`src/rtl/pcm_pkg.sv`:
```
package pcm_pkg;

    // Largest product width the height functions can track.
    localparam int MAXCOL = 128;

    // Number of output bits a column of h bits produces.
    function automatic int cnt_w(input int h);
        if (h <= 1) return h;
        return $clog2(h + 1);
    endfunction

    // Output bits actually kept for column c, capped at the product width.
    function automatic int eff_w(input int pw, input int h, input int c);
        int w;
        w = cnt_w(h);
        if (w > pw - c) w = pw - c;
        return w;
    endfunction

    // Height of column c in the partial-product triangle.
    function automatic int tri_h(input int aw, input int bw, input int c);
        int n;
        n = 0;
        for (int i = 0; i < aw; i++)
            if ((c - i >= 0) && (c - i < bw)) n++;
        return n;
    endfunction

    // Height of column c at the input of reduction stage s.
    function automatic int col_h(input int aw, input int bw, input int s, input int c);
        int cur [MAXCOL];
        int nxt [MAXCOL];
        int pw;
        pw = aw + bw;
        for (int k = 0; k < MAXCOL; k++) begin
            cur[k] = (k < pw) ? tri_h(aw, bw, k) : 0;
            nxt[k] = 0;
        end
        for (int st = 0; st < s; st++) begin
            for (int k = 0; k < pw; k++) begin
                nxt[k] = 0;
                for (int j = 0; j <= k; j++)
                    if (eff_w(pw, cur[k - j], k - j) > j) nxt[k]++;
            end
            for (int k = 0; k < pw; k++) cur[k] = nxt[k];
        end
        return cur[c];
    endfunction

    // True when bit j of column c-j in stage s lands in column c of stage s+1.
    function automatic bit lands(input int aw, input int bw, input int s, input int c, input int j);
        if (j > c) return 1'b0;
        return eff_w(aw + bw, col_h(aw, bw, s, c - j), c - j) > j;
    endfunction

    // Row index taken by that bit in column c of stage s+1.
    function automatic int slot(input int aw, input int bw, input int s, input int c, input int j);
        int n;
        n = 0;
        for (int q = 0; q < j; q++)
            if (lands(aw, bw, s, c, q)) n++;
        return n;
    endfunction

    // Number of counter stages before every column is at most two high.
    function automatic int n_red(input int aw, input int bw);
        int mx;
        for (int s = 0; s < 32; s++) begin
            mx = 0;
            for (int c = 0; c < aw + bw; c++)
                if (col_h(aw, bw, s, c) > mx) mx = col_h(aw, bw, s, c);
            if (mx <= 2) return s;
        end
        return 32;
    endfunction

endpackage

```
`src/rtl/pcm_cells.sv`:
```
module pcm_fa (
    input  logic a,
    input  logic b,
    input  logic ci,
    output logic s,
    output logic co
);
    assign s  = a ^ b ^ ci;
    assign co = (a & b) | (a & ci) | (b & ci);
endmodule

module pcm_ha (
    input  logic a,
    input  logic b,
    output logic s,
    output logic co
);
    assign s  = a ^ b;
    assign co = a & b;
endmodule

```
`src/rtl/pcm_ones_cnt.sv`:
```
// Counts the ones among N inputs using half and full adders only.
// Larger counts are built by splitting the inputs into two smaller counters
// and adding their results, with the one leftover bit as the carry in.
module pcm_ones_cnt #(
    parameter int N  = 3,
    parameter int OW = 2
) (
    input  logic [N-1:0]  bits,
    output logic [OW-1:0] cnt
);
    generate
        if (N == 1) begin : g_one
            assign cnt = bits;
        end else if (N == 2) begin : g_two
            logic [1:0] full;
            pcm_ha u_ha (.a(bits[0]), .b(bits[1]), .s(full[0]), .co(full[1]));
            assign cnt = full[OW-1:0];
        end else if (N == 3) begin : g_three
            logic [1:0] full;
            pcm_fa u_fa (.a(bits[0]), .b(bits[1]), .ci(bits[2]), .s(full[0]), .co(full[1]));
            assign cnt = full[OW-1:0];
        end else begin : g_split
            localparam int NL = (N - 1) / 2;
            localparam int NR = N - 1 - NL;
            localparam int WL = pcm_pkg::cnt_w(NL);
            localparam int WR = pcm_pkg::cnt_w(NR);
            localparam int W  = WR;
            logic [WL-1:0] cl;
            logic [WR-1:0] cr;
            logic [W-1:0]  xl;
            logic [W:0]    cy;
            logic [W:0]    full;

            pcm_ones_cnt #(.N(NL), .OW(WL)) u_lo (.bits(bits[NL-1:0]),    .cnt(cl));
            pcm_ones_cnt #(.N(NR), .OW(WR)) u_hi (.bits(bits[N-2:NL]),    .cnt(cr));

            if (WL == W) begin : g_same
                assign xl = cl;
            end else begin : g_ext
                assign xl = {{(W - WL){1'b0}}, cl};
            end

            assign cy[0] = bits[N-1];
            for (genvar i = 0; i < W; i++) begin : g_add
                pcm_fa u_fa (.a(xl[i]), .b(cr[i]), .ci(cy[i]), .s(full[i]), .co(cy[i+1]));
            end
            assign full[W] = cy[W];
            assign cnt = full[OW-1:0];
        end
    endgenerate
endmodule

```
`src/rtl/pcm_cpa.sv`:
```
// Final ripple addition of the two remaining rows; the top bit keeps no carry.
module pcm_cpa #(
    parameter int W = 8
) (
    input  logic [W-1:0] x,
    input  logic [W-1:0] y,
    output logic [W-1:0] sum
);
    logic [W-1:0] cy;

    assign cy[0] = 1'b0;
    generate
        for (genvar i = 0; i < W - 1; i++) begin : g_bit
            pcm_fa u_fa (.a(x[i]), .b(y[i]), .ci(cy[i]), .s(sum[i]), .co(cy[i+1]));
        end
    endgenerate
    assign sum[W-1] = x[W-1] ^ y[W-1] ^ cy[W-1];
endmodule

```
`src/rtl/pcm_colred.sv`:
```
// Combinational partial-product generation and column reduction.
module pcm_colred #(
    parameter int A_W = 4,
    parameter int B_W = 4
) (
    input  logic [A_W-1:0]     a,
    input  logic [B_W-1:0]     b,
    output logic [A_W+B_W-1:0] prod
);
    localparam int P_W = A_W + B_W;
    localparam int NS  = pcm_pkg::n_red(A_W, B_W);

    logic [P_W-1:0] row0;
    logic [P_W-1:0] row1;

    generate
        for (genvar s = 0; s <= NS; s++) begin : g_stg
            for (genvar c = 0; c < P_W; c++) begin : g_col
                localparam int H  = pcm_pkg::col_h(A_W, B_W, s, c);
                localparam int OW = pcm_pkg::eff_w(P_W, H, c);
                if (H > 0) begin : g_nz
                    logic [H-1:0] bits;

                    if (s == 0) begin : g_pp
                        localparam int LO = (c - B_W + 1 > 0) ? (c - B_W + 1) : 0;
                        for (genvar r = 0; r < H; r++) begin : g_r
                            assign bits[r] = a[LO + r] & b[c - LO - r];
                        end
                    end else begin : g_rt
                        for (genvar j = 0; j <= c; j++) begin : g_j
                            if (pcm_pkg::lands(A_W, B_W, s - 1, c, j)) begin : g_l
                                assign bits[pcm_pkg::slot(A_W, B_W, s - 1, c, j)] =
                                    g_stg[s-1].g_col[c-j].g_nz.g_ct.cnt[j];
                            end
                        end
                    end

                    if (s < NS) begin : g_ct
                        logic [OW-1:0] cnt;
                        pcm_ones_cnt #(.N(H), .OW(OW)) u_cnt (.bits(bits), .cnt(cnt));
                    end
                end
            end
        end

        for (genvar c = 0; c < P_W; c++) begin : g_fin
            localparam int HF = pcm_pkg::col_h(A_W, B_W, NS, c);
            if (HF == 0) begin : g_h0
                assign row0[c] = 1'b0;
                assign row1[c] = 1'b0;
            end else if (HF == 1) begin : g_h1
                assign row0[c] = g_stg[NS].g_col[c].g_nz.bits[0];
                assign row1[c] = 1'b0;
            end else begin : g_h2
                assign row0[c] = g_stg[NS].g_col[c].g_nz.bits[0];
                assign row1[c] = g_stg[NS].g_col[c].g_nz.bits[1];
            end
        end
    endgenerate

    pcm_cpa #(.W(P_W)) u_cpa (.x(row0), .y(row1), .sum(prod));
endmodule

```
`src/rtl/pcmul_top.sv`:
```
module pcmul_top #(
    parameter int A_W = 4,
    parameter int B_W = 4
) (
    input  logic                 clk,
    input  logic                 rst_n,
    input  logic                 in_vld,
    input  logic [A_W-1:0]       in_a,
    input  logic [B_W-1:0]       in_b,
    output logic                 out_vld,
    output logic [A_W+B_W-1:0]   out_prod
);
    localparam int P_W = A_W + B_W;

    typedef struct packed {
        logic           op_vld;
        logic [A_W-1:0] op_a;
        logic [B_W-1:0] op_b;
        logic           res_vld;
        logic [P_W-1:0] res;
    } st_t;

    st_t            st_d;
    st_t            st_q;
    logic [P_W-1:0] prod_w;

    pcm_colred #(.A_W(A_W), .B_W(B_W)) u_red (
        .a    (st_q.op_a),
        .b    (st_q.op_b),
        .prod (prod_w)
    );

    always_comb begin
        st_d        = st_q;
        st_d.op_vld = in_vld;
        if (in_vld) begin
            st_d.op_a = in_a;
            st_d.op_b = in_b;
        end
        st_d.res_vld = st_q.op_vld;
        if (st_q.op_vld) begin
            st_d.res = prod_w;
        end
    end

    always_ff @(posedge clk or negedge rst_n) begin
        if (!rst_n) begin
            st_q <= '0;
        end else begin
            st_q <= st_d;
        end
    end

    assign out_vld  = st_q.res_vld;
    assign out_prod = st_q.res;
endmodule

```
`config.mk`:
```
export PLATFORM = sky130hd
export DESIGN_NAME = pcmul_top
export DESIGN_NICKNAME = d
export VERILOG_FILES = /design/src/rtl/pcm_pkg.sv /design/src/rtl/pcm_cells.sv /design/src/rtl/pcm_ones_cnt.sv /design/src/rtl/pcm_cpa.sv /design/src/rtl/pcm_colred.sv /design/src/rtl/pcmul_top.sv
export SDC_FILE = /design/constraint.sdc
export NUM_CORES = 1
export LEC_CHECK = 0
export BUFFER_PORTS_ARGS = -buffer_cell sky130_fd_sc_hd__buf_2
export CORE_ASPECT_RATIO = 0.7
export CORE_UTILIZATION = 30
export DETAILED_ROUTE_END_ITERATION = 12
export GPL_ROUTABILITY_DRIVEN = 0
export PLACE_DENSITY = 0.56
export SKIP_LAST_GASP = 1
export SYNTH_ARGS = -nofsm -noshare
export SYNTH_HDL_FRONTEND = slang
export SYNTH_SLANG_ARGS = --single-unit
export TNS_END_PERCENT = 50
```
`constraint.sdc`:
```
create_clock -name clk -period 4.6 [get_ports clk]
set_clock_uncertainty 0.05 [all_clocks]
set_input_delay 0.69 -clock clk [delete_from_list [all_inputs] [get_ports clk]]
set_output_delay 0.69 -clock clk [all_outputs]
set_load 0.01 [all_outputs]
```
==> flow_summary.toml, run 1 <==
[outcome]
status = "finished, final reports clean"

[layout]
nets = 131
layout-drive-gt1-share_pct = 33.98
layout_common_cells = "buf_2 (19), dfrtp_1 (18), and2_1 (15), inv_1 (11), mux2_4 (11)"
syn_to_final_growth_pct = 11.38
seq_area_um2 = 450.4
final_common_cell = "buf_2"
fillCellCount = 362
final_util_pct = 35.57
multi_input_area_um2 = 569.3
antenna_cells = 0

[die]
die-area_um2 = 4067
die_height_um = 53.66
boundaryPins = 20
rows = 18
start_util_pct = 31.94
coreArea_um2 = 3581
die-width_um = 75.80

[global_route]
grt_max_degree = 19
antenna_found_initial = 0
first_global_vias = 585
grt_pass1_wl_um = 2870
grt-ovfl-total = 0
grt_usage_pct = 10.11

[place]
post-place-ws_ns = 0.9873
dp_hpwl_um = 1394
numPortBuffers = 19

[sta]
rsz0062_at_grt = "false"
fin_ws_ns = 0.9705
min_period_ns = 3.630
tns_ns = 0
max_slew_margin_pct = 67.46
hold_violations = 0
period_share_pct = 78.90
slew_viol_final = 0
fmax_mhz = 275.5
setup_viol = 0
tightest_slew_ns = 0.4881

[setup_path]
criticalPathCategory = "register to register"
cp.required_ns = 4.70
cp_slowest_stage_delay_ns = 0.44
critPathArrivalTime_ns = 3.73
crit_chain = "and2_1 > ha_1 > fa_1 > ha_1 > ha_1 > inv_1 > fa_1 > fa_1 > inv_1 > fa_1 > mux2_4"
regToRegStartpoint = "st_q[11]$_DFFE_PN0P_"
start_kind = "register"
path_buf_inv = 2
r2r-end = "out_prod[6]$_DFFE_PN0P_"
cp-end-kind = "register"
r2r_cells = 11
rrSetupSlack_ns = 0.97
path_common_cell = "fa_1"
path_delay_family = "adder cells"
path_max_fanout = 5
cp_slowest_cell = "dfrtp_1"

[clocking]
cts_buffer_depth = 2
post_cts.repair.setup_buffers = 0
cts_made_buffers = 3
clock_sinks = 18
ctsResizeCount = 0
worstSkewPairLatency_ns = 0.26
cts_tree = "built"
htreeDepth = 1
clk_pin_slew_ns = 0.07
holdBufCountCts = 0
clockRootBuffer = "clkbuf_8"

[route]
drtIter0Drc = 8
vias = 618
drc = 0
viasPerCell = 4.039
detail-route-antenna-nets = 0
routedWlPerCell_um = 11.12
first_pass_iters = 4
wl_um = 1702

[synth]
synth_seq_cells = 18
postSynthCellCount = 90
yosysTopAreaCell = "dfrtp_1"
syn-num-nets = 117
yosysUniqueCellTypes = 15
syn-cell-area_um2 = 1144
avgSynthCellArea_um2 = 12.71
yosys_warnings = 0
netlist.area_leader.share_pct = 39.39
netlist_top_cells_area = "dfrtp_1 (39%), mux2_4 (14%), fa_1 (12%)"
seq_area_frac_synth_pct = 39.39

[power_and_ir_drop]
power_mw = 0.4934
ir_worst_vdd_v = 0.0002066
powerDensity_nw_per_um2 = 387.4
leakagePower_nw = 0.6481

[min_path]
hp-class = "input pin to async pin"

[run]
maxCapViolCount = 0
==> sequential cells by signal, summed over array words and instances, names as in the netlist <==
signal,count
st_q,8
out_prod,8
out_vld,1
st_d,1
==> synthesized netlist by cell type <==
cell,count
inv_1,11
xnor2_1,1
nand3_1,1
dfrtp_1,18
mux2_4,11
buf_6,2
ha_1,9
and2_1,15
a21oi_1,2
mux2_2,1
o21ai_0,1
mux2i_1,1
buf_4,8
fa_1,7
nor2_1,2
==> area by class of cell <==
class / count / share of cell area (%)
repair buffers: 19 / 7.466
inverters: 11 / 3.242
multi-input cells: 51 / 44.70
clock buffers: 4 / 4.322
flip-flops and latches: 18 / 35.36
well taps: 50 / 4.912
==> cells by family after synthesis <==
family,count (synthesis),synth area share [%]
AOI/OAI and AO/OA,3,1.313
xor gates and xnor gates,1,0.7660
adders and majority gates,16,22.10
buffers and inverters,21,10.83
DFF,18,39.39
muxes,13,16.30
and+or+nand+nor,18,9.300
==> metrics by stage <==
| step | cell area [µm²] | hold slack [ns] | cells |
|---|---|---|---|
| floorplan | 1144 | 0.3444 | 90 |
| global placement | 1219 | 0.4381 | 149 |
| detailed placement | 1219 | 0.4443 | 149 |
| CTS | 1274 | 0.3084 | 153 |
| global route | 1274 | 0.3233 | 153 |
| finish | 1274 | 0.2988 | 153 |
==> worst max-delay path by stage <==
stage	start	endpoint	slack (ns)	cells after the start
final	st_q[11]$_DFFE_PN0P_	out_prod[6]$_DFFE_PN0P_	0.97	11
after global routing	st_q[11]$_DFFE_PN0P_	out_prod[6]$_DFFE_PN0P_	0.82	11
after CTS	st_q[11]$_DFFE_PN0P_	out_prod[6]$_DFFE_PN0P_	0.96	11
after detailed placement	st_q[11]$_DFFE_PN0P_	out_prod[6]$_DFFE_PN0P_	0.99	11
after global placement	st_q[11]$_DFFE_PN0P_	out_prod[6]$_DFFE_PN0P_	1.02	11
after floorplan	st_q[11]$_DFFE_PN0P_	out_prod[6]$_DFFE_PN0P_	1.13	11
==> where the power goes <==
group          switching, mW  total (mW)  internal [mW]
Sequential            0.0219       0.212          0.190
Clock                 0.0554       0.131         0.0761
Combinational         0.0680       0.150         0.0817
Total                  0.145       0.493          0.348
==> per-layer routing <==
metal  up-vias  GRT usage [%]  part of all wire (%)
li1        305              -                     -
met1       293          15.19                    55
met2        18          12.54                    38
met3         2          4.120                   6.5
met4         0          3.704                  0.71
met5         -              0                     0
(Power assumes the default switching activity.)
==> run 2: changes to the inputs <==
==> constraint.sdc (replaced) <==
create_clock -name clk -period 3.35 [get_ports clk]
set_clock_uncertainty 0.05 [all_clocks]
set_input_delay 0.5025 -clock clk [delete_from_list [all_inputs] [get_ports clk]]
set_output_delay 0.5025 -clock clk [all_outputs]
set_load 0.01 [all_outputs]
==> flow_summary.toml, run 2 (synthesis gave the netlist of run 1 again) <==
[layout]
design_area_um2 = 1354
syn_to_final_growth_pct = 18.38
final_cells = 157
antenna_cells = 0
final_util_pct = 37.81
layout_common_cells = "buf_2 (19), dfrtp_1 (18), and2_1 (13), mux2_4 (11), inv_1 (10)"
layout-drive-gt1-share_pct = 44.86
nets = 135
final_common_cell = "buf_2"

[setup_path]
rrSetupSlack_ns = 0.06
crit_start = "st_q[10]$_DFFE_PN0P_"
cp_slowest_cell = "fa_2"
path_delay_family = "adder cells"
path_buf_inv = 2
critPathArrivalTime_ns = 3.38
cp.required_ns = 3.44
cp.depth = 11
criticalPathCategory = "register to register"
regToRegStartpoint = "st_q[10]$_DFFE_PN0P_"
r2r-end = "out_prod[6]$_DFFE_PN0P_"
path_common_cell = "fa_2"
path_max_fanout = 2
start_kind = "register"
cp-end-kind = "register"
crit_chain = "and2_4 > ha_4 > fa_2 > ha_4 > ha_1 > inv_1 > fa_2 > fa_2 > inv_2 > fa_1 > mux2_4"
r2r_cells = 11
cp_slowest_stage_delay_ns = 0.39
crit_end = "out_prod[6]$_DFFE_PN0P_"

[clocking]
worstSkewPairLatency_ns = 0.25
cts_tree = "built"
clock_sinks = 18
post_cts.repair.setup_buffers = 0
htreeDepth = 1
clockRootBuffer = "clkbuf_8"
cts_made_buffers = 3
clk_pin_slew_ns = 0.07
cts_buffer_depth = 2

[global_route]
first_global_vias = 619
grt-ovfl-total = 0
grt_pass1_wl_um = 2815
grt_max_degree = 19
grt_usage_pct = 9.935
antenna_found_initial = 0

[run]
maxCapViolCount = 0

[route]
routedWlPerCell_um = 11.96
viasPerCell = 4.083
wl_um = 1878
drc = 0
drtIter0Drc = 2
first_pass_iters = 2
detail-route-antenna-nets = 0
vias = 641

[sta]
worst_hold_slack_ns = 0.1136
max_slew_margin_pct = 66.99
setup_viol = 0
fmax_mhz = 303.9
tightest_slew_ns = 0.4952
period_share_pct = 98.22
hold_violations = 0
slew_viol_final = 0
min_period_ns = 3.290

[power_and_ir_drop]
p_comb_share_pct = 33.9
powerDensity_nw_per_um2 = 523.9
p_int_mw = 0.4979
switching_share_pct = 29.80
power_switching_mw = 0.2114
seqPwrFrac_pct = 40.7
leakagePower_nw = 0.6633
pwr-share-clk_pct = 25.4
ir_worst_vdd_v = 0.0002151

[die]
die-width_um = 75.80
die-area_um2 = 4067
die_height_um = 53.66
boundaryPins = 20
coreArea_um2 = 3581
start_util_pct = 31.94
rows = 18

[place]
dp_hpwl_um = 1458
dpl_cell_area_um2 = 1256
numPortBuffers = 19
dp_cells = 153

[min_path]
hp-class = "input pin to async pin"

[outcome]
status = "finished, final reports clean"
==> run 2: changes by cell type in the layout (fill, tap and decap cells not counted), sizes merged <==
cell	delta
buf	+4
==> run 2: worst reg2reg max path, cell delays in order, from the launching register on <==
cell     delay [ns]
dfrtp_1        0.38
and2_4         0.17
ha_4           0.23
fa_2           0.36
ha_4           0.23
ha_1           0.26
inv_1          0.06
fa_2           0.39
fa_2           0.34
inv_2          0.06
fa_1           0.39
mux2_4         0.26
==> run 2: layout make-up <==
type	instances	area (µm²)
Tap cell	50	62.56
Fill cell	378	2227
Clock buffer	4	55.05
Inverter	11	41.29
Timing Repair Buffer	23	125.1
Multi-Input combinational cell	51	619.3
Sequential cell	18	450.4
==> run 2: repair_timing <==
| item | in CTS | in global routing |
|---|---|---|
| pin swaps | 1 | 2 |
| resized for setup | 3 | 3 |
| hold buffers | 0 | 0 |
| setup endpoints to repair | 1 | 1 |
==> run 2: stage by stage <==
step / TNS, ns / total power, mW / setup slack, ns
final: 0 / 0.7093 / 0.05971
after global routing: -0.005780 / 0.7598 / -0.005780
after CTS: 0 / 0.7097 / 0.002098
after detailed placement: -0.08097 / 0.5202 / -0.08097
after global placement: -0.02765 / 0.5137 / -0.02765
after floorplan: 0 / 0.4842 / 0.001932
==> run 2: how the worst min path moves through the flow <==
| stage | slack, ns | end |
|---|---|---|
| floorplan | 0.16 | out_prod[0]$_DFFE_PN0P_ |
| global placement | 0.41 | out_prod[7]$_DFFE_PN0P_ |
| detailed placement | 0.42 | out_prod[6]$_DFFE_PN0P_ |
| CTS | 0.14 | out_prod[6]$_DFFE_PN0P_ |
| global route | 0.16 | out_prod[6]$_DFFE_PN0P_ |
| finish | 0.11 | out_prod[6]$_DFFE_PN0P_ |
==> run 2: routing by layer <==
metal	global-route usage (%)	part of all wire, %	up-vias	routed length, µm
li1	-	-	310	-
met1	14.40	51	311	955
met2	13.86	44	18	823
met3	4.494	5.0	2	94
met4	0.9259	0.21	0	4
met5	0	0	-	0
==> run 2: power by group through the flow <==
stage               Sequential (mW)  Clock, mW  Combinational (mW)
floorplan                     0.286          0               0.198
global placement              0.291          0               0.222
detailed placement            0.294          0               0.226
CTS                           0.290      0.188               0.232
global route                  0.295      0.191               0.273
finish                        0.289      0.180               0.240
